**src/rtl/sfg_pkg.sv**
```systemverilog
package sfg_pkg;

  typedef enum logic {
    RULE_BAT_LEVEL = 1'b0,
    RULE_PF_LEVEL  = 1'b1
  } sw_rule_e;

  // Picks the comparator whose loss moves the supply to the cell.
  function automatic sw_rule_e pick_rule(input logic low_volt, input logic pf_under_bat);
    return (low_volt && pf_under_bat) ? RULE_PF_LEVEL : RULE_BAT_LEVEL;
  endfunction

endpackage

```
**src/rtl/sfg_rst_sync.sv**
```systemverilog
module sfg_rst_sync #(
  parameter int STAGES = 2
) (
  input  logic clk,
  input  logic arst_n,
  output logic srst_n
);
  logic [STAGES-1:0] chain_q;
  logic [STAGES-1:0] chain_d;

  always_comb begin
    chain_d[0] = 1'b1;
    for (int i = 1; i < STAGES; i++) chain_d[i] = chain_q[i-1];
  end

  always_ff @(posedge clk or negedge arst_n) begin
    if (!arst_n) chain_q <= '0;
    else         chain_q <= chain_d;
  end

  assign srst_n = chain_q[STAGES-1];
endmodule

```
**src/rtl/sfg_flag_filter.sv**
```systemverilog
module sfg_flag_filter #(
  parameter int SYNC_STAGES = 2,
  parameter int CONFIRM     = 2
) (
  input  logic clk,
  input  logic rst_n,
  input  logic raw_i,
  output logic flag_o
);
  localparam int HIST = CONFIRM - 1;

  logic [SYNC_STAGES-1:0] sync_q, sync_d;
  logic [HIST-1:0]        hist_q, hist_d;
  logic                   sync_top;
  logic                   agree;
  logic                   flag_q;

  assign sync_top = sync_q[SYNC_STAGES-1];

  always_comb begin
    sync_d[0] = raw_i;
    for (int i = 1; i < SYNC_STAGES; i++) sync_d[i] = sync_q[i-1];
    hist_d[0] = sync_top;
    for (int j = 1; j < HIST; j++) hist_d[j] = hist_q[j-1];
    agree = (hist_q == {HIST{sync_top}});
  end

  always_ff @(posedge clk or negedge rst_n) begin
    if (!rst_n) begin
      sync_q <= '0;
      hist_q <= '0;
    end else begin
      sync_q <= sync_d;
      hist_q <= hist_d;
    end
  end

  always_ff @(posedge clk or negedge rst_n) begin
    if (!rst_n)     flag_q <= 1'b0;
    else if (agree) flag_q <= sync_top;
  end

  assign flag_o = flag_q;
endmodule

```
**src/rtl/sfg_bat_latch.sv**
```systemverilog
module sfg_bat_latch (
  input  logic clk,
  input  logic frst_n,
  input  logic set_i,
  output logic armed_o
);
  logic armed_q;

  always_ff @(posedge clk or negedge frst_n) begin
    if (!frst_n)    armed_q <= 1'b0;
    else if (set_i) armed_q <= 1'b1;
  end

  assign armed_o = armed_q;
endmodule

```
**src/rtl/sfg_supply_gate.sv**
```systemverilog
module sfg_supply_gate #(
  parameter int SYNC_STAGES = 2,
  parameter int CONFIRM     = 2,
  parameter int RST_STAGES  = 2
) (
  input  logic clk,
  input  logic rst_n,
  input  logic factory_rst_n,
  input  logic pf_ok_raw,
  input  logic bat_ok_raw,
  input  logic low_volt,
  input  logic pf_under_bat,
  input  logic acc_req,
  input  logic acc_wr,
  output logic acc_grant,
  output logic wr_grant,
  output logic bat_sel,
  output logic bat_armed
);
  import sfg_pkg::*;

  localparam int NFLAG = 2;
  localparam int IDX_PF  = 0;
  localparam int IDX_BAT = 1;

  logic             rst_core_n;
  logic             frst_core_n;
  logic [NFLAG-1:0] raw_vec;
  logic [NFLAG-1:0] ok_vec;
  logic             pf_ok, bat_ok;
  logic             need_bat;
  sw_rule_e         rule;

  sfg_rst_sync #(.STAGES(RST_STAGES)) u_rst_sync (
    .clk(clk), .arst_n(rst_n), .srst_n(rst_core_n)
  );

  sfg_rst_sync #(.STAGES(RST_STAGES)) u_frst_sync (
    .clk(clk), .arst_n(factory_rst_n), .srst_n(frst_core_n)
  );

  assign raw_vec[IDX_PF]  = pf_ok_raw;
  assign raw_vec[IDX_BAT] = bat_ok_raw;

  for (genvar g = 0; g < NFLAG; g++) begin : g_flag
    sfg_flag_filter #(.SYNC_STAGES(SYNC_STAGES), .CONFIRM(CONFIRM)) u_filt (
      .clk(clk), .rst_n(rst_core_n), .raw_i(raw_vec[g]), .flag_o(ok_vec[g])
    );
  end

  assign pf_ok  = ok_vec[IDX_PF];
  assign bat_ok = ok_vec[IDX_BAT];

  sfg_bat_latch u_latch (
    .clk(clk), .frst_n(frst_core_n), .set_i(pf_ok), .armed_o(bat_armed)
  );

  always_comb begin
    rule     = pick_rule(low_volt, pf_under_bat);
    need_bat = (rule == RULE_PF_LEVEL) ? !pf_ok : !bat_ok;
  end

  assign bat_sel   = bat_armed & need_bat;
  assign acc_grant = acc_req & pf_ok;
  assign wr_grant  = acc_req & acc_wr & pf_ok;
endmodule

```
**config.mk**
```make
export PLATFORM = sky130hd
export DESIGN_NAME = sfg_supply_gate
export DESIGN_NICKNAME = d
export VERILOG_FILES = /design/src/rtl/sfg_pkg.sv /design/src/rtl/sfg_rst_sync.sv /design/src/rtl/sfg_flag_filter.sv /design/src/rtl/sfg_bat_latch.sv /design/src/rtl/sfg_supply_gate.sv
export SDC_FILE = /design/constraint.sdc
export NUM_CORES = 1
export LEC_CHECK = 0
export BUFFER_PORTS_ARGS = -buffer_cell sky130_fd_sc_hd__buf_2
export CAP_MARGIN = 20
export CORE_AREA = 2 2 39 41
export DETAILED_ROUTE_END_ITERATION = 7
export DIE_AREA = 0 0 41 43
export GPL_ROUTABILITY_DRIVEN = 0
export SKIP_LAST_GASP = 1
export SYNTH_ARGS = -nofsm -noshare
export SYNTH_HDL_FRONTEND = slang
export SYNTH_HIERARCHICAL = 1
export SYNTH_SLANG_ARGS = --single-unit
```
**constraint.sdc**
```tcl
create_clock -name clk -period 0.8 [get_ports clk]
set_input_delay 0 -clock clk [delete_from_list [all_inputs] [get_ports clk]]
set_output_delay 0 -clock clk [all_outputs]
set_load 0.03 [all_outputs]
```
### Yosys cells after proc, flatten, opt, wreduce, memory -nomap -nowiden

Index checks and enable logic that the tools add are counted.

* eq/ne operators: 2
* multiplexer cells: 2
* bitwise operators: 4
* reduce and logical (&&, ||, !) cells: 3

Operators with widths (count)
* bitwise AND 1 bit: 4
* == test 1 bit: 2
* zero test 1 bit: 2
* two-way mux 1 bit: 2
* logical AND 1 bit: 1

* flip-flop bits (word level): 13
* bits of input ports: 9
* output and inout bits: 4
* logic and storage cells: 20

### Logic depth before layout (Yosys ltp)

Gate-level depths: netlist of the first run.

* depth in word-level cells: 4
* depth in mapped cells: 2
* mapped depth without buffers: 2

### Cells and area by module

Netlist of the first run, hierarchy kept.

By module, submodules not included
* sfg_flag_filter: times used 2, cells each 5, area each 111.4 µm², sequential area each 100.1 µm²
* sfg_rst_sync: times used 2, cells each 3, area each 53.8 µm², sequential area each 50.0 µm²
* sfg_supply_gate: times used 1, cells each 5, area each 32.5 µm², sequential area each 0.0 µm²
* sfg_bat_latch: times used 1, cells each 2, area each 31.3 µm², sequential area each 25.0 µm²

### Worst setup path after synthesis of the first run

Ideal clock, no wire load.

* path kind: reg2out
* from: register u_latch.armed_q (netlist: u_latch/armed_o)
* to: output port bat_sel
* arrival: 1.393 ns
* required time: 0.800 ns
* path slack: -0.593 ns
* stages on the path, launching flop included: 3
* buffers on the path: 0
* cell sequence: dfrtp_1 > inv_1 > a311oi_1

* word-level cells in the longest chain between the ends: 1

RTL lines
* from (decl): line sfg_bat_latch.sv:7 `logic armed_q;`
* from (signal assigned): line sfg_bat_latch.sv:10 `if (!frst_n) armed_q <= 1'b0;`
* from (signal assigned): line sfg_bat_latch.sv:11 `else if (set_i) armed_q <= 1'b1;`
* bitwise AND 1 bit: line sfg_supply_gate.sv:63 `assign bat_sel = bat_armed & need_bat;`
* to (decl): line sfg_supply_gate.sv:17 `output logic bat_sel,`

No other way between the ends.

### Final worst setup path of the first run

* from: register g_flag[1].u_filt.flag_q
* to: output port bat_sel

* word-level cells in the longest chain between the ends: 3

RTL lines
* from (decl): line sfg_flag_filter.sv:16 `logic flag_q;`
* from (signal assigned): line sfg_flag_filter.sv:40 `else if (agree) flag_q <= sync_top;`
* zero test 1 bit: line sfg_supply_gate.sv:60 `need_bat = (rule == RULE_PF_LEVEL) ? !pf_ok : !bat_ok;`
* two-way mux 1 bit: line sfg_supply_gate.sv:60
* bitwise AND 1 bit: line sfg_supply_gate.sv:63

No other way between the ends.

==> metrics.txt, run 1 <==
status=complete, but fails checks; violated checks=setup timing; Post-route DRC=0; Die X=41 um; 1st-iter DRT viols=0; share of cells above drive strength 1=60.4%; Slew Viols, Final=0; FMAX=863 MHz; area growth from synthesis to layout=66.0%; switching pwr=0.290 mW; Gate Count Post-Synth=23; CP required=0.80 ns; worst hold slack=0.00304 ns; Final Net Count=58; non-filler cells, final=64; routed length per placed instance=9.55 um; maxcap violations=0; largest net degree at the start of global routing=9; deepest clock path buffer count=2; Crit path arrival time=1.16 ns; power density over the cells=1960 nW/um^2; CP max stage cell=dfrtp_1; core area=1380 sq um; Die Area=1760 sq um; Syn. warnings=6; Worst VDD drop=0.854 mV; Synthesized Nets=32; class of the worst hold path=flop to asynchronous set/reset pin; design area=654 sq um; worst setup path startpoint=g_flag[1].u_filt/flag_o; 1st-pass router iterations=1; clock power share=29.5%; Pint=0.993 mW; most common cell after layout, fill and taps aside=dfrtp_1; Startpoint Class=flop; CTS HTree Levels=1; clock-pin slew on the worst setup and hold paths=0.07 ns; worst-skew pair later-pin latency=0.27 ns; CTS Buf Count=3; leakage power=0.311 nW; most frequent cells in the layout=dfrtp_1, buf_2, buf_6; Reg power frac=56.0%; slack of the worst reg-to-reg path=-0.28 ns; RSZ-0062 raised after global routing=true; CP Max Fanout=2; minimum clock period=1.16 ns; I/O Buffers=12; post-synthesis register bit count=13; fin util=47.3%; global-route wire length before repair=890 um; reg2reg start=g_flag[0].u_filt/flag_o; Gate power share=14.5%; die height=43 um; worst setup margin=-0.359 ns; initial antenna violation count=0; routed wire length=611 um; synthesized area per cell=17.1 sq um; vias per cell=4.02; cell accounting for the most synthesized area=dfrtp_1; clock root buffer=clkbuf_4; vias in the first global route=248; Final Hold Fails=0; mapped cell area=394 sq um; global route total overflow=0; clk_skew=0.00442 ns; CTS tree=built; total number of vias=257; crit-path cells=a21boi_4 > a311oi_4 > buf_6; # IOs=13; fill count=137; total power=1.28 mW; Initial Util=28.5%; num rows=14; placed insts=53; Antenna Nets Post-Route=0; Tot GR Track Use=8.15%; Sink Count=13; Synth cell types=9; CP peak stage delay=0.38 ns; Final setup viols=7; Yosys top cell area share=82.5%; Cell Area, Placed=508 sq um; WS Path Type=flop to primary output; ant diodes=0; post-DP HPWL=453 um; Net Sw Frac=22.6%; Worst Setup End Kind=primary output; sequential area share after synthesis=82.5%; fraction of the cycle the final worst path needs=145%; Synth area leaders=dfrtp_1, maj3_2, a311oi_1
[cell usage after synthesis]
master    number
inv_1          1
conb_1         2
maj3_2         2
and3_1         1
a21boi_0       1
or2_1          1
dfrtp_1       13
and2_1         1
a311oi_1       1
[final cells by class]
class	instances	area (sq um)	area share [%]
Clock buffer	3	22.5	3.44
Clock inverter	1	5.00	0.765
Inverter	1	3.75	0.574
Multi-Input combinational cell	9	101	15.5
Sequential cell	13	328	50.1
Tap cell	16	20.0	3.06
Timing Repair Buffer	21	174	26.6
[sequential cells by signal, indices dropped and copies added, names as in the netlist]
| register | count |
|---|---|
| g_flag.u_filt/sync_q | 4 |
| g_flag.u_filt/flag_o | 2 |
| g_flag.u_filt/hist_q | 2 |
| u_frst_sync/chain_q | 2 |
| u_rst_sync/chain_q | 2 |
| u_latch/armed_o | 1 |
[cells by family after synthesis]
group	after synthesis	share of synthesized area [%]
buf+inv	1	0.951
compound gates	2	4.13
flops	13	82.5
other cells	2	1.91
simple gates	3	4.76
fa+ha+maj	2	5.71
[metrics by stage]
stage                     setup WS [ns]  TNS, ns
final                            -0.359    -1.54
after global routing             -0.410    -1.81
after CTS                        -0.391    -1.65
after detailed placement         -0.201   -0.592
after global placement           -0.168   -0.510
after floorplan                  -0.151   -0.169
[power groups by stage]
stage	Combinational (mW)	Sequential [mW]	Clock, mW
floorplan	0.0616	0.726	0
global placement	0.114	0.728	0
detailed placement	0.117	0.732	0
CTS	0.165	0.718	0.403
global route	0.199	0.725	0.434
finish	0.186	0.718	0.379
[routing by layer]
| metal | track usage, % | share of wire (%) | vias up |
|---|---|---|---|
| met2 | 11.9 | 53 | 14 |
| met3 | 4.71 | 11 | 0 |
| li1 | - | - | 122 |
| met5 | 0 | 0 | - |
| met1 | 8.10 | 36 | 121 |
| met4 | 6.00 | 0 | 0 |
[path summary, 6_finish.rpt]
check,endpoint,cells past startpoint
hold reg to reg,u_latch/armed_o,0
max in group asynchronous,g_flag[0].u_filt/flag_o,0
setup reg to reg,g_flag[0].u_filt/flag_o,3
hold / removal,u_latch/armed_o,0
min in group clk,acc_grant,3
setup / recovery,bat_sel,3
[critical path, delay by kind of cell, from the launching register on]
family | cells | cell delay, ns
DFF | 1 | 0.38
AOI/OAI and AO/OA | 2 | 0.35
buffers and inverters | 1 | 0.17
[what timing repair did]
item,CTS,global route
endpoints found under the setup margin,7,7
setup buffers,3,2
resized for setup,10,6
hold endpoints to repair,6,0
hold buffers,4,0
pin swaps,3,5
Power figures use the tool's default switching activity.
==> inputs of run 2 (changes only) <==
==> constraint.sdc (replaced) <==
create_clock -name clk -period 1.1 [get_ports clk]
set_input_delay 0 -clock clk [delete_from_list [all_inputs] [get_ports clk]]
set_output_delay 0 -clock clk [all_outputs]
set_load 0.03 [all_outputs]
==> metrics.txt, run 2 (synthesized netlist as in run 1, its figures left out) <==
I/O Buffers=12; maxcap violations=0; share of cells above drive strength 1=47.7%; Net Sw Frac=21.6%; Tot GR Track Use=8.55%; global route total overflow=0; class of the worst hold path=flop to asynchronous set/reset pin; delay-heaviest family, CP=compound AO/OA/AOI/OAI gates; Crit path arrival time=1.21 ns; worst setup margin=-0.108 ns; Buf+Inv Stages, Crit Path=1; Antenna Nets Post-Route=0; Sink Count=13; clk_skew=0.000762 ns; ant diodes=0; post-DP HPWL=473 um; global-route wire length before repair=986 um; num rows=14; vias in the first global route=269; Final Hold Fails=0; most frequent cells in the layout=dfrtp_1, buf_2, dlygate4sd3_1; Final Net Count=54; vias per cell=4.17; switching pwr=0.194 mW; CP Max Fanout=2; fill count=137; routed wire length=592 um; CTS tree=built; total number of vias=250; clock root buffer=clkbuf_4; area growth from synthesis to layout=48.3%; Startpoint Class=flop; Post-route DRC=0; Final setup viols=1; core area=1380 sq um; non-filler cells, final=60; CTS Buf Count=3; leakage power=0.279 nW; status=complete, but fails checks; CTS HTree Levels=1; die height=43 um; Most flops, register=g_flag.u_filt/sync_q; clock power share=30.0%; max FFs per register=4; Reg power frac=58.5%; Gate power share=11.5%; power density over the cells=1530 nW/um^2; CP max stage cell=dfrtp_1; # IOs=13; placed insts=51; initial antenna violation count=0; Die Area=1760 sq um; violated checks=setup timing; most common cell after layout, fill and taps aside=dfrtp_1; clock-pin slew on the worst setup and hold paths=0.07 ns; Worst VDD drop=0.616 mV; 1st-pass router iterations=1; Slew Viols, Final=0; Worst Setup End Kind=primary output; deepest clock path buffer count=2; largest net degree at the start of global routing=9; Die X=41 um; Initial Util=28.5%; CP required=1.10 ns; routed length per placed instance=9.87 um; crit-path cells=a21boi_4 > a311oi_4 > buf_6; RSZ-0062 raised after global routing=true; FMAX=828 MHz; fraction of the cycle the final worst path needs=110%; Pint=0.703 mW; TNS Setup=-0.108 ns; minimum clock period=1.21 ns; worst-skew pair later-pin latency=0.26 ns; WS Path Type=flop to primary output; 1st-iter DRT viols=0; CP peak stage delay=0.38 ns
run 2: final timing paths:
check                                            from                          to  slack [ns]  cells after the start
max in group asynchronous       u_rst_sync/chain_q[1]     g_flag[0].u_filt/flag_o        0.71                      0
min in group clk           g_flag[1].u_filt/sync_q[0]  g_flag[1].u_filt/sync_q[1]        0.35                      0
max                           g_flag[1].u_filt/flag_o                     bat_sel       -0.11                      3
min reg2reg                    u_frst_sync/chain_q[1]             u_latch/armed_o       0.005                      0
max reg2reg                   g_flag[1].u_filt/flag_o     g_flag[1].u_filt/flag_o        0.18                      2
min                            u_frst_sync/chain_q[1]             u_latch/armed_o       0.005                      0
run 2: timing repair:
| action | in CTS | in global routing |
|---|---|---|
| endpoints found under the setup margin | 1 | 3 |
| buffers inserted | 0 | 1 |
| pin swaps | 0 | 1 |
| endpoints found under the hold margin | 6 | 0 |
| hold buffers | 4 | 0 |
| gates resized for setup | 2 | 4 |
run 2: final cells by class:
cell class	count	area [sq um]	share of cell area (%)
timing repair buffer	17	114	19.5
sequential	13	327	55.9
inverter	1	3.75	0.642
multi-input combinational	9	93.8	16.1
tap	16	20.0	3.43
clock buffer	4	26.3	4.50
run 2: through the flow:
step	cell area (sq um)	total power, mW	worst slack [ns]	util [%]	hold WS [ns]
after detailed placement	492	0.607	0.132	35.5	-0.215
after global routing	584	0.950	-0.169	42.2	0.0212
after global placement	492	0.601	0.156	35.5	-0.215
final	584	0.896	-0.108	42.2	0.00494
after floorplan	412	0.571	0.0347	-	-0.296
after CTS	564	0.900	-0.119	40.8	0.00653
run 2: power by group through the flow:
stage          clock (mW)  sequential [mW]  combinational, mW
6_report            0.269            0.524              0.103
5_1_grt             0.310            0.529              0.111
3_3_place_gp            0            0.531             0.0697
2_1_floorplan           0            0.528             0.0432
3_5_place_dp            0            0.534             0.0724
4_1_cts             0.286            0.525             0.0897
run 2: routing by layer:
metal | share of wire, % | wire, um | track usage, %
met1 | 38 | 225 | 8.74
met3 | 8.3 | 49 | 1.57
met2 | 54 | 317 | 14.4
met4 | 0 | 0 | 6.00
met5 | 0 | 0 | 0
==> inputs of run 3 (changes only) <==
--- a/config.mk
+++ b/config.mk
@@ -10,9 +10,7 @@
 export CORE_AREA = 2 2 39 41
 export DETAILED_ROUTE_END_ITERATION = 7
 export DIE_AREA = 0 0 41 43
-export GPL_ROUTABILITY_DRIVEN = 0
 export SKIP_LAST_GASP = 1
 export SYNTH_ARGS = -nofsm -noshare
 export SYNTH_HDL_FRONTEND = slang
-export SYNTH_HIERARCHICAL = 1
 export SYNTH_SLANG_ARGS = --single-unit
==> metrics.txt, run 3 <==
clock power share=31.4%; routed length per placed instance=9.55 um; Startpoint Class=flop; vias per cell=4.10; clk_skew=0.00557 ns; violated checks=setup timing; global-route wire length before repair=917 um; placed insts=51; die height=43 um; RSZ-0062 raised after global routing=true; minimum clock period=1.14 ns; fill count=139; Post-route DRC=0; Die Area=1760 sq um; clock root buffer=clkbuf_4; Pint=0.697 mW; post-DP HPWL=373 um; sequential area share after synthesis=83.9%; Die X=41 um; max FFs per register=4; fraction of the cycle the final worst path needs=103%; Sink Count=13; Slew Viols, Final=0; CTS tree=built; r2r endpoint=g_flag[1].u_filt.flag_o; mapped cell area=388 sq um; routed wire length=592 um; num rows=14; Post-synth EDFFs=0; Worst VDD drop=0.667 mV; Synth cell types=9; post-synthesis register bit count=13; share of cells above drive strength 1=43.5%; CTS Buf Count=3; most common cell in the netlist=dfrtp_1; WS Path Type=flop to primary output; Synth area leaders=dfrtp_1, maj3_1, a311oi_1; GPL Wtd Cong=0.543; Final setup viols=1; synthesized area per cell=17.6 sq um; # IOs=13; class of the worst hold path=flop to asynchronous set/reset pin; worst hold slack=0.00758 ns; Worst Setup End Kind=primary output; I/O Buffers=12; crit-path cells=a21boi_1 > a311oi_2 > buf_4; CP max stage cell=dfrtp_1; Initial Util=28.0%; status=complete, but fails checks; Syn. warnings=0; most common cell after layout, fill and taps aside=dfrtp_1; CP peak stage delay=0.37 ns; Antenna Nets Post-Route=0; Crit path arrival time=1.14 ns; maxcap violations=0; area growth from synthesis to layout=46.8%; vias in the first global route=236; ant diodes=0; initial antenna violation count=0; FMAX=879 MHz; Gate power share=10.5%; most frequent cells in the layout=dfrtp_1, buf_2, dlygate4sd3_1, buf_4, clkbuf_4; leakage power=0.280 nW; reg2reg start=g_flag[1].u_filt.flag_o; cell accounting for the most synthesized area=dfrtp_1; non-filler cells, final=62; ys flop type=dfrtp_1; Most flops, register=g_flag.u_filt.sync_q; core area=1380 sq um; Yosys top cell area share=83.9%; Gate Count Post-Synth=22; 1st-pass router iterations=1; Async S/R FF share, synth=100%; CP Max Fanout=2; power density over the cells=1570 nW/um^2; Net Sw Frac=22.1%; Critical Path End=bat_sel; slack of the worst reg-to-reg path=0.02 ns; Post-synth top cells=dfrtp_1, maj3_1; global route total overflow=0; fin util=41.1%; clock-pin slew on the worst setup and hold paths=0.08 ns; Reg power frac=58.0%; total number of vias=254; Final Hold Fails=0; CP required=1.10 ns; switching pwr=0.198 mW; Tot GR Track Use=8.39%; worst-case reg-to-reg path depth=3; 1st-iter DRT viols=0; worst-skew pair later-pin latency=0.27 ns; largest net degree at the start of global routing=9; Final Net Count=56; worst setup path startpoint=g_flag[1].u_filt.flag_o; CTS HTree Levels=1; TNS Setup=-0.0376 ns; worst setup margin=-0.0376 ns; Setup Slack @ Placement=0.167 ns; deepest clock path buffer count=2
[run 3: cell count changes in the layout (fill, tap and decap cells not counted), sizes merged]
cell | before | now
buf | 13 | 15
[run 3: layout make-up]
cell class              count  area, sq um  share of cell area (%)
clock buffers               4         26.3                    4.62
inverters                   1         3.75                   0.659
multi-input cells           9         68.8                    12.1
flip-flops and latches     13          325                    57.1
well taps                  16         20.0                    3.52
repair buffers             19          125                    22.0
[run 3: logic make-up (layout without fill, tap and decap cells)]
family          after synthesis  after routing  share of synthesized area, %
flops                        13             13                          83.9
buf+inv                       1             24                         0.967
other cells                   1              2                         0.967
compound gates                2              2                          4.19
fa+ha+maj                     2              2                          5.16
simple gates                  3              3                          4.84
[run 3: repair_timing]
action                     4_1_cts  5_1_grt
resized for setup                1        0
hold endpoints to repair         6        0
gates cloned                     0        0
setup endpoints to repair        1        2
hold buffers                     4        0
setup buffers                    1        2
pin swaps                        1        0
[run 3: how the worst min path moves through the flow]
| stage | slack (ns) | to | depth (start not counted) | start |
|---|---|---|---|---|
| floorplan | -0.30 | u_frst_sync.chain_q[0] | 0 | factory_rst_n |
| finish | 0.008 | u_latch.armed_o | 0 | u_frst_sync.chain_q[1] |
| detailed placement | -0.21 | u_frst_sync.chain_q[0] | 1 | factory_rst_n |
| CTS | 0.008 | u_latch.armed_o | 0 | u_frst_sync.chain_q[1] |
| global route | 0.02 | u_latch.armed_o | 0 | u_frst_sync.chain_q[1] |
| global placement | -0.21 | u_rst_sync.chain_q[0] | 1 | rst_n |
[run 3: routing by layer]
metal	up-vias	share of wire, %	wire length [um]	global-route usage (%)
met5	-	0	0	0
met4	0	0	0	8.00
met3	0	6.9	41	3.14
met2	12	49	293	12.2
met1	122	43	257	8.56
li1	120	-	-	-
[run 3: worst max-delay path, delay by kind of cell (launching register included)]
| family | cells | cell delay (ns) |
|---|---|---|
| AOI/OAI and AO/OA | 2 | 0.30 |
| buffers and inverters | 1 | 0.19 |
| DFF | 1 | 0.37 |
[run 3: power by group through the flow]
stage	registers [mW]	logic [mW]	clock network, mW
floorplan	0.526	0.0380	0
global placement	0.530	0.0632	0
detailed placement	0.531	0.0642	0
CTS	0.521	0.0829	0.297
global route	0.524	0.103	0.326
finish	0.519	0.0943	0.281
[run 3: stage by stage]
step	total power, mW	area (sq um)
after floorplan	0.564	398
after global placement	0.593	478
after detailed placement	0.595	478
after CTS	0.901	554
after global routing	0.953	569
final	0.895	569
